### config.mk
export PLATFORM = sky130hd
export DESIGN_NAME = gpio_irq_ctrl
export DESIGN_NICKNAME = d
export VERILOG_FILES = /design/src/rtl/gpio_irq_pkg.sv /design/src/rtl/gpio_in_sync.sv /design/src/rtl/gpio_trig_detect.sv /design/src/rtl/gpio_cfg_regs.sv /design/src/rtl/gpio_irq_ctrl.sv
export SDC_FILE = /design/constraint.sdc
export NUM_CORES = 1
export LEC_CHECK = 0
export BUFFER_PORTS_ARGS = -buffer_cell sky130_fd_sc_hd__buf_2
export CAP_MARGIN = 15
export CORE_UTILIZATION = 30
export CTS_CLUSTER_SIZE = 10
export DETAILED_ROUTE_END_ITERATION = 10
export SKIP_CTS_REPAIR_TIMING = 1
export SYNTH_ARGS = -nofsm -noshare
export SYNTH_HDL_FRONTEND = slang
export SYNTH_SLANG_ARGS = --single-unit
### constraint.sdc
create_clock -name clk -period 1.8 [get_ports clk]
set_input_delay 0.18 -clock clk [delete_from_list [all_inputs] [get_ports clk]]
set_output_delay 0.18 -clock clk [all_outputs]
set_load 0.05 [all_outputs]
### src/rtl/gpio_irq_pkg.sv
package gpio_irq_pkg;

   localparam int BUS_W       = 32;
   localparam int ADDR_W      = 6;
   localparam int MODE_W      = 3;
   localparam int MODE_PITCH  = 4;
   localparam int PINS_PER_MW = 8;
   localparam int MAX_PINS    = 2 * PINS_PER_MW;

   // Word index (byte address / 4) of each register.
   typedef enum logic [3:0] {
      WD_ENABLE  = 4'd0,
      WD_PEND    = 4'd1,
      WD_SHOW    = 4'd2,
      WD_ACK     = 4'd3,
      WD_MSET    = 4'd4,
      WD_MCLR    = 4'd5,
      WD_OUT     = 4'd6,
      WD_IN      = 4'd7,
      WD_DIR     = 4'd8,
      WD_MODE_LO = 4'd9,
      WD_MODE_HI = 4'd10,
      WD_SEL     = 4'd14,
      WD_SOFTRST = 4'd15
   } reg_word_e;

   typedef enum logic [MODE_W-1:0] {
      TRIG_FALL = 3'd0,
      TRIG_RISE = 3'd1,
      TRIG_LOW  = 3'd2,
      TRIG_HIGH = 3'd3,
      TRIG_ANY  = 3'd4
   } trig_mode_e;

endpackage

### src/rtl/gpio_in_sync.sv
module gpio_in_sync #(
   parameter int PINS   = 12,
   parameter int STAGES = 2
) (
   input  logic            clk,
   input  logic            rst_n,
   input  logic [PINS-1:0] raw_i,
   output logic [PINS-1:0] cur_o,
   output logic [PINS-1:0] prev_o
);

   initial begin
      assert (STAGES >= 2) else $error("gpio_in_sync: STAGES must be at least 2");
   end

   logic [PINS-1:0] stage_q [STAGES];
   logic [PINS-1:0] prev_q;

   always_ff @(posedge clk or negedge rst_n) begin
      if (!rst_n) begin
         for (int s = 0; s < STAGES; s++) stage_q[s] <= '0;
         prev_q <= '0;
      end else begin
         stage_q[0] <= raw_i;
         for (int s = 1; s < STAGES; s++) stage_q[s] <= stage_q[s-1];
         prev_q <= stage_q[STAGES-1];
      end
   end

   assign cur_o  = stage_q[STAGES-1];
   assign prev_o = prev_q;

endmodule

### src/rtl/gpio_trig_detect.sv
module gpio_trig_detect
   import gpio_irq_pkg::*;
#(
   parameter int PINS = 12
) (
   input  logic                          clk,
   input  logic                          rst_n,
   input  logic                          soft_clr_i,
   input  logic [PINS-1:0]               lvl_i,
   input  logic [PINS-1:0]               lvl_prev_i,
   input  logic [PINS-1:0][MODE_W-1:0]   mode_i,
   input  logic [PINS-1:0]               en_i,
   input  logic [PINS-1:0]               ack_i,
   output logic [PINS-1:0]               pend_o
);

   logic [PINS-1:0] hit;
   logic [PINS-1:0] pend_q;

   for (genvar k = 0; k < PINS; k++) begin : g_pin
      logic rise, fall;
      assign rise = lvl_i[k] & ~lvl_prev_i[k];
      assign fall = ~lvl_i[k] & lvl_prev_i[k];

      always_comb begin
         case (mode_i[k])
            TRIG_FALL: hit[k] = fall;
            TRIG_RISE: hit[k] = rise;
            TRIG_LOW:  hit[k] = ~lvl_i[k];
            TRIG_HIGH: hit[k] = lvl_i[k];
            TRIG_ANY:  hit[k] = rise | fall;
            default:   hit[k] = 1'b0;
         endcase
      end

      always_ff @(posedge clk or negedge rst_n) begin
         if (!rst_n)          pend_q[k] <= 1'b0;
         else if (soft_clr_i) pend_q[k] <= 1'b0;
         else                 pend_q[k] <= (pend_q[k] & ~ack_i[k]) | (en_i[k] & hit[k]);
      end

      AST_PEND_NEEDS_EN: assert property (@(posedge clk) disable iff (!rst_n)
         $rose(pend_q[k]) |-> $past(en_i[k]))
         else $error("pending bit rose on a disabled pin");

      AST_LEVEL_HIGH_HOLDS: assert property (@(posedge clk) disable iff (!rst_n)
         (!soft_clr_i && en_i[k] && mode_i[k] == TRIG_HIGH && lvl_i[k]) |=> pend_q[k])
         else $error("level-high condition did not hold the pending bit");

      AST_ACK_CLEARS: assert property (@(posedge clk) disable iff (!rst_n)
         (ack_i[k] && !en_i[k]) |=> !pend_q[k])
         else $error("acknowledge did not clear an idle pending bit");
   end

   assign pend_o = pend_q;

endmodule

### src/rtl/gpio_cfg_regs.sv
module gpio_cfg_regs
   import gpio_irq_pkg::*;
#(
   parameter int PINS = 12
) (
   input  logic                          clk,
   input  logic                          rst_n,
   input  logic [ADDR_W-1:0]             bus_addr,
   input  logic                          bus_we,
   input  logic [BUS_W-1:0]              bus_wdata,
   output logic [BUS_W-1:0]              bus_rdata,
   input  logic [PINS-1:0]               pend_i,
   input  logic [PINS-1:0]               lvl_i,
   output logic [PINS-1:0]               en_o,
   output logic [PINS-1:0]               mask_o,
   output logic [PINS-1:0]               out_o,
   output logic [PINS-1:0]               dir_o,
   output logic [PINS-1:0]               sel_o,
   output logic [PINS-1:0][MODE_W-1:0]   mode_o,
   output logic [PINS-1:0]               ack_o,
   output logic                          soft_rst_o
);

   localparam int LO_PINS = (PINS < PINS_PER_MW) ? PINS : PINS_PER_MW;

   logic [3:0]      word;
   logic [PINS-1:0] wbits;
   logic            soft_q;
   logic [PINS-1:0] en_q, mask_q, out_q, dir_q, sel_q;
   logic [PINS-1:0][MODE_W-1:0] mode_q;

   assign word  = bus_addr[ADDR_W-1:2];
   assign wbits = bus_wdata[PINS-1:0];

   logic unused_bits;
   assign unused_bits = ^{bus_addr[1:0], bus_wdata};

   function automatic logic hit_word(input logic [3:0] w, input reg_word_e target);
      return w == target;
   endfunction

   // soft reset word
   always_ff @(posedge clk or negedge rst_n) begin
      if (!rst_n)                                 soft_q <= 1'b0;
      else if (bus_we && hit_word(word, WD_SOFTRST)) soft_q <= bus_wdata[0];
   end

   // plain read/write words and the set/clear mask
   always_ff @(posedge clk or negedge rst_n) begin
      if (!rst_n) begin
         en_q   <= '0;
         mask_q <= '0;
         out_q  <= '0;
         dir_q  <= '0;
         sel_q  <= '0;
      end else if (soft_q) begin
         en_q   <= '0;
         mask_q <= '0;
         out_q  <= '0;
         dir_q  <= '0;
         sel_q  <= '0;
      end else if (bus_we) begin
         if (hit_word(word, WD_ENABLE)) en_q   <= wbits;
         if (hit_word(word, WD_MSET))   mask_q <= mask_q | wbits;
         if (hit_word(word, WD_MCLR))   mask_q <= mask_q & ~wbits;
         if (hit_word(word, WD_OUT))    out_q  <= wbits;
         if (hit_word(word, WD_DIR))    dir_q  <= wbits;
         if (hit_word(word, WD_SEL))    sel_q  <= wbits;
      end
   end

   // per-pin mode fields on a four-bit pitch across two words
   for (genvar k = 0; k < PINS; k++) begin : g_mode
      localparam reg_word_e MWORD = (k < PINS_PER_MW) ? WD_MODE_LO : WD_MODE_HI;
      localparam int        MPOS  = (k % PINS_PER_MW) * MODE_PITCH;

      always_ff @(posedge clk or negedge rst_n) begin
         if (!rst_n)                             mode_q[k] <= '0;
         else if (soft_q)                        mode_q[k] <= '0;
         else if (bus_we && hit_word(word, MWORD)) mode_q[k] <= bus_wdata[MPOS +: MODE_W];
      end
   end

   assign ack_o = (bus_we && hit_word(word, WD_ACK)) ? wbits : '0;

   // read mux
   always_comb begin
      bus_rdata = '0;
      case (word)
         WD_ENABLE:  bus_rdata[PINS-1:0] = en_q;
         WD_PEND:    bus_rdata[PINS-1:0] = pend_i;
         WD_SHOW:    bus_rdata[PINS-1:0] = pend_i & ~mask_q;
         WD_MSET:    bus_rdata[PINS-1:0] = mask_q;
         WD_OUT:     bus_rdata[PINS-1:0] = out_q;
         WD_IN:      bus_rdata[PINS-1:0] = lvl_i;
         WD_DIR:     bus_rdata[PINS-1:0] = dir_q;
         WD_SEL:     bus_rdata[PINS-1:0] = sel_q;
         WD_SOFTRST: bus_rdata[0]        = soft_q;
         WD_MODE_LO: begin
            for (int k = 0; k < LO_PINS; k++)
               bus_rdata[k*MODE_PITCH +: MODE_W] = mode_q[k];
         end
         WD_MODE_HI: begin
            for (int k = PINS_PER_MW; k < PINS; k++)
               bus_rdata[(k-PINS_PER_MW)*MODE_PITCH +: MODE_W] = mode_q[k];
         end
         default:    bus_rdata = '0;
      endcase
   end

   assign en_o       = en_q;
   assign mask_o     = mask_q;
   assign out_o      = out_q;
   assign dir_o      = dir_q;
   assign sel_o      = sel_q;
   assign mode_o     = mode_q;
   assign soft_rst_o = soft_q;

   AST_MASK_SET_PORT: assert property (@(posedge clk) disable iff (!rst_n)
      (bus_we && word == WD_MSET && bus_wdata[0] && !soft_q) |=> mask_q[0])
      else $error("mask set-port write did not mask pin 0");

   AST_MASK_CLR_PORT: assert property (@(posedge clk) disable iff (!rst_n)
      (bus_we && word == WD_MCLR && bus_wdata[0]) |=> !mask_q[0])
      else $error("mask clear-port write did not unmask pin 0");

   AST_SOFT_CLEARS_CFG: assert property (@(posedge clk) disable iff (!rst_n)
      soft_q |=> (en_q == '0 && dir_q == '0 && mask_q == '0 && out_q == '0 && sel_q == '0))
      else $error("soft reset left configuration set");

endmodule

### src/rtl/gpio_irq_ctrl.sv
module gpio_irq_ctrl
   import gpio_irq_pkg::*;
#(
   parameter int PINS        = 12,
   parameter int SYNC_STAGES = 2
) (
   input  logic              clk,
   input  logic              rst_n,
   input  logic [5:0]        bus_addr,
   input  logic              bus_we,
   input  logic [31:0]       bus_wdata,
   output logic [31:0]       bus_rdata,
   input  logic [PINS-1:0]   pin_i,
   output logic [PINS-1:0]   pin_o,
   output logic [PINS-1:0]   pin_oe_o,
   output logic [PINS-1:0]   use_sel_o,
   output logic              irq_o
);

   if (PINS < 1 || PINS > MAX_PINS) begin : g_bad_pins
      $error("gpio_irq_ctrl: PINS must lie between 1 and 16");
   end

   logic [PINS-1:0] lvl, lvl_prev, en, mask, ack, pend;
   logic [PINS-1:0][MODE_W-1:0] mode;
   logic soft_rst;

   gpio_in_sync #(.PINS(PINS), .STAGES(SYNC_STAGES)) u_sync (
      .clk    (clk),
      .rst_n  (rst_n),
      .raw_i  (pin_i),
      .cur_o  (lvl),
      .prev_o (lvl_prev)
   );

   gpio_cfg_regs #(.PINS(PINS)) u_regs (
      .clk        (clk),
      .rst_n      (rst_n),
      .bus_addr   (bus_addr),
      .bus_we     (bus_we),
      .bus_wdata  (bus_wdata),
      .bus_rdata  (bus_rdata),
      .pend_i     (pend),
      .lvl_i      (lvl),
      .en_o       (en),
      .mask_o     (mask),
      .out_o      (pin_o),
      .dir_o      (pin_oe_o),
      .sel_o      (use_sel_o),
      .mode_o     (mode),
      .ack_o      (ack),
      .soft_rst_o (soft_rst)
   );

   gpio_trig_detect #(.PINS(PINS)) u_detect (
      .clk        (clk),
      .rst_n      (rst_n),
      .soft_clr_i (soft_rst),
      .lvl_i      (lvl),
      .lvl_prev_i (lvl_prev),
      .mode_i     (mode),
      .en_i       (en),
      .ack_i      (ack),
      .pend_o     (pend)
   );

   assign irq_o = |(pend & ~mask);

   AST_IRQ_QUIET_AFTER_SOFT: assert property (@(posedge clk) disable iff (!rst_n)
      $past(soft_rst) |-> !irq_o)
      else $error("interrupt raised right after soft reset");

   AST_HIGH_BITS_ZERO: assert property (@(posedge clk) disable iff (!rst_n)
      (bus_addr[5:2] != WD_MODE_LO && bus_addr[5:2] != WD_MODE_HI)
         |-> (bus_rdata >> PINS) == '0)
      else $error("read data above the pin count is not zero");

endmodule

==> metrics.md <==
| Metric | Value |
|---|---|
| Worst hold path type | input port to flop |
| Height of the die | 162 um |
| Register area share after synthesis | 0.470 |
| Max Transition Viols Final | 0 |
| Leak Pwr | 5.01 nW |
| Synth unique cells | 57 |
| Final Net Count | 1071 |
| Worst setup path category | flop to output port |
| Commonest non-fill, non-tap cell in the layout | dfrtp_1 |
| Arrival @ worst endpoint | 1.93 ns |
| Clock Tree Buf Depth | 2 |
| Final WL | 25300 um |
| CTS tree | built |
| Hold path cells | 3 |
| FFs w/ async S/R, synth | 1.00 |
| Area Overhead vs Synth | 34.6% |
| Post-Syn Instances | 803 |
| Diodes inserted | 0 |
| Skew final | 0.00458 ns |
| FP Rows | 58 |
| Final setup violation count | 11 |
| Global route total overflow | 0 |
| Max Freq | 0.475 GHz |
| DR WL met3 | 1520 um |
| Largest net degree at the start of global routing | 60 |
| Worst Setup End Kind | output port |
| PwrDens | 1000 nW/um^2 |
| Util after Layout | 0.412 |
| Placed insts | 1270 |
| Worst Slack Setup Final | -0.306 ns |
| Routed Antenna Nets | 0 |
| Port-buffer cells | 109 |
| Hold Slack | -0.0179 ns |
| Clk_lat worst skew | 0.43 ns |
| Via count | 6712 |
| Data required time of the worst path | 1.62 ns |
| VDD IR max | 0.669 mV |
| Die Width | 162 um |
| Die area | 26400 sq um |
| Initial antenna violation count | 0 |
| Residual DRC count | 0 |
| Io pins | 122 |
| R2R depth | 6 |
| Worst r2r dst | u_detect.pend_o[4] |
| Tcrit/Tclk final | 1.17 |
| Final HPWL DP | 18000 um |
| Synth Cell Area | 7720 sq um |
| Met1 WL | 11800 um |
| Power Total | 10.4 mW |
| DR WL met2 | 11600 um |
| Synthesized flop and latch total | 145 |
| Commonest non-fill, non-tap cells in the layout | dfrtp_1, nand2_1, buf_4, buf_2, mux2i_1 |
| Hold EP | u_regs.mode_o[18] |
| Vias in the first global route | 6321 |
| First-pass GRT wire length | 38100 um |
| Internal reg-to-reg setup slack | 0.11 ns |
| Startpoint types | flop |
| Ys flop type | dfrtp_1 |
| Post-synth EDFFs | 0 |
| Critical path fanouts, max | 3 |
| Synthesis Warnings | 0 |
| Final Hold Fails | 4 |
| Total Routing Usage GR | 0.194 |
| HP Start | bus_wdata[24] |
| Worst r2r src | u_sync.cur_o[4] |
| DR iter-0 viols | 582 |
| GPL Wtd Cong | 0.892 |
| FILL cells | 2453 |
| Status | complete, but fails checks |
| Syn_area_per_cell | 9.61 sq um |
| Clk Tree Root Cell | clkbuf_16 |
| DRT Pass-1 Iters | 6 |
| Final min period | 2.11 ns |
| Fin Setup TNS | -1.45 ns |
| Top Layer Used | met4 |
| Unrepaired setup endpoints after global routing | yes |
| Routed vias/inst | 5.02 |
| Core Region | 25200 sq um |
| Failing checks | hold timing, setup timing |
| Share of cells above drive strength 1 | 0.313 |
| Initial Utilization | 0.306 |
| Avg WL per Cell | 18.9 um |
| Total CTS buffers | 17 |
| Non-filler cells, final | 1337 |
| H-Tree Depth | 4 |
| Max Cap Violations | 0 |
| Clock sink total | 145 |
| Worst slack, placed | -0.143 ns |
| Clk pin slew, worst setup/hold paths | 0.06 ns |
metrics by stage:
step / hold slack (ns) / instance area, sq um
4_1_cts: -0.351 / 9780
3_5_place_dp: 0.108 / 9140
3_3_place_gp: 0.105 / 9140
2_1_floorplan: -0.116 / 7780
5_1_grt: 0.00210 / 10400
6_report: -0.0179 / 10400
registers in the layout (all words and copies together), names as in the netlist:
| signal | cells |
|---|---|
| u_regs.sel_o | 12 |
| u_detect.pend_o | 12 |
| u_regs.soft_rst_o | 1 |
| u_regs.mask_o | 12 |
| u_regs.dir_o | 12 |
| u_sync.stage_q | 12 |
| u_sync.prev_o | 12 |
| u_regs.en_o | 12 |
| u_sync.cur_o | 12 |
| u_regs.mode_o | 36 |
| u_regs.out_o | 12 |
power by group:
group | switching [mW] | internal [mW]
combinational | 1.56 | 0.954
sequential | 0.359 | 3.58
clock | 1.49 | 2.45
total | 3.40 | 6.98
cell usage after synthesis, types with 5 or more instances:
cell	number	share of area
o221ai_1	5	0.0057
and2_1	15	0.012
nor2_1	77	0.037
buf_4	9	0.0088
a21oi_1	48	0.031
nor3_1	16	0.010
xnor2_1	5	0.0057
mux2_2	11	0.016
buf_2	33	0.021
dfrtp_1	145	0.47
nand3_1	9	0.0058
o21ai_0	36	0.023
nor2b_1	16	0.013
inv_1	31	0.015
a22oi_1	19	0.018
a31o_2	6	0.0068
nand2b_1	11	0.0089
and3_1	13	0.011
ha_1	24	0.039
clkbuf_1	17	0.0083
mux2i_1	79	0.10
nand2_1	108	0.053
routing by layer:
layer,vias up,GRT usage
li1,3152,-
met1,3291,0.278
met2,243,0.297
met3,26,0.0387
met4,0,0.0515
met5,-,0
cell type report:
cell class / instances / area (sq um) / area share
clock buffer: 17 / 425 / 0.0410
tap: 330 / 413 / 0.0398
sequential: 145 / 3640 / 0.350
timing repair buffer: 232 / 1680 / 0.162
multi-input combinational: 566 / 3890 / 0.375
clock inverter: 15 / 215 / 0.0207
inverter: 32 / 120 / 0.0116
worst max-delay path by stage:
stage / slack [ns] / start / to / cells after the start
detailed placement: -0.14 / bus_addr[4] / bus_rdata[4] / 7
floorplan: -0.10 / u_regs.dir_o[7] / bus_rdata[7] / 3
CTS: -0.49 / u_regs.mask_o[3] / bus_rdata[3] / 5
finish: -0.31 / u_detect.pend_o[3] / bus_rdata[3] / 5
global placement: -0.13 / bus_addr[4] / bus_rdata[4] / 7
global route: -0.37 / u_detect.pend_o[4] / irq_o / 6
worst max-delay path: stages (launching register included):
cell	delay (ns)
dfrtp_1	0.38
buf_4	0.15
mux2_2	0.27
a221oi_2	0.32
o221ai_2	0.19
buf_6	0.18
cells by family (layout without fill, tap and decap cells):
kind of cell / Yosys count / in the layout / share of synthesized area
AOI/OAI and AO/OA: 160 / 160 / 0.136
and+or+nand+nor: 280 / 280 / 0.167
xor gates and xnor gates: 7 / 7 / 0.00795
other: 1 / 5 / 0.000486
muxes: 90 / 90 / 0.119
buffers and inverters: 96 / 296 / 0.0603
adders and majority gates: 24 / 24 / 0.0389
DFF: 145 / 145 / 0.470
(Power assumes the default switching activity.)
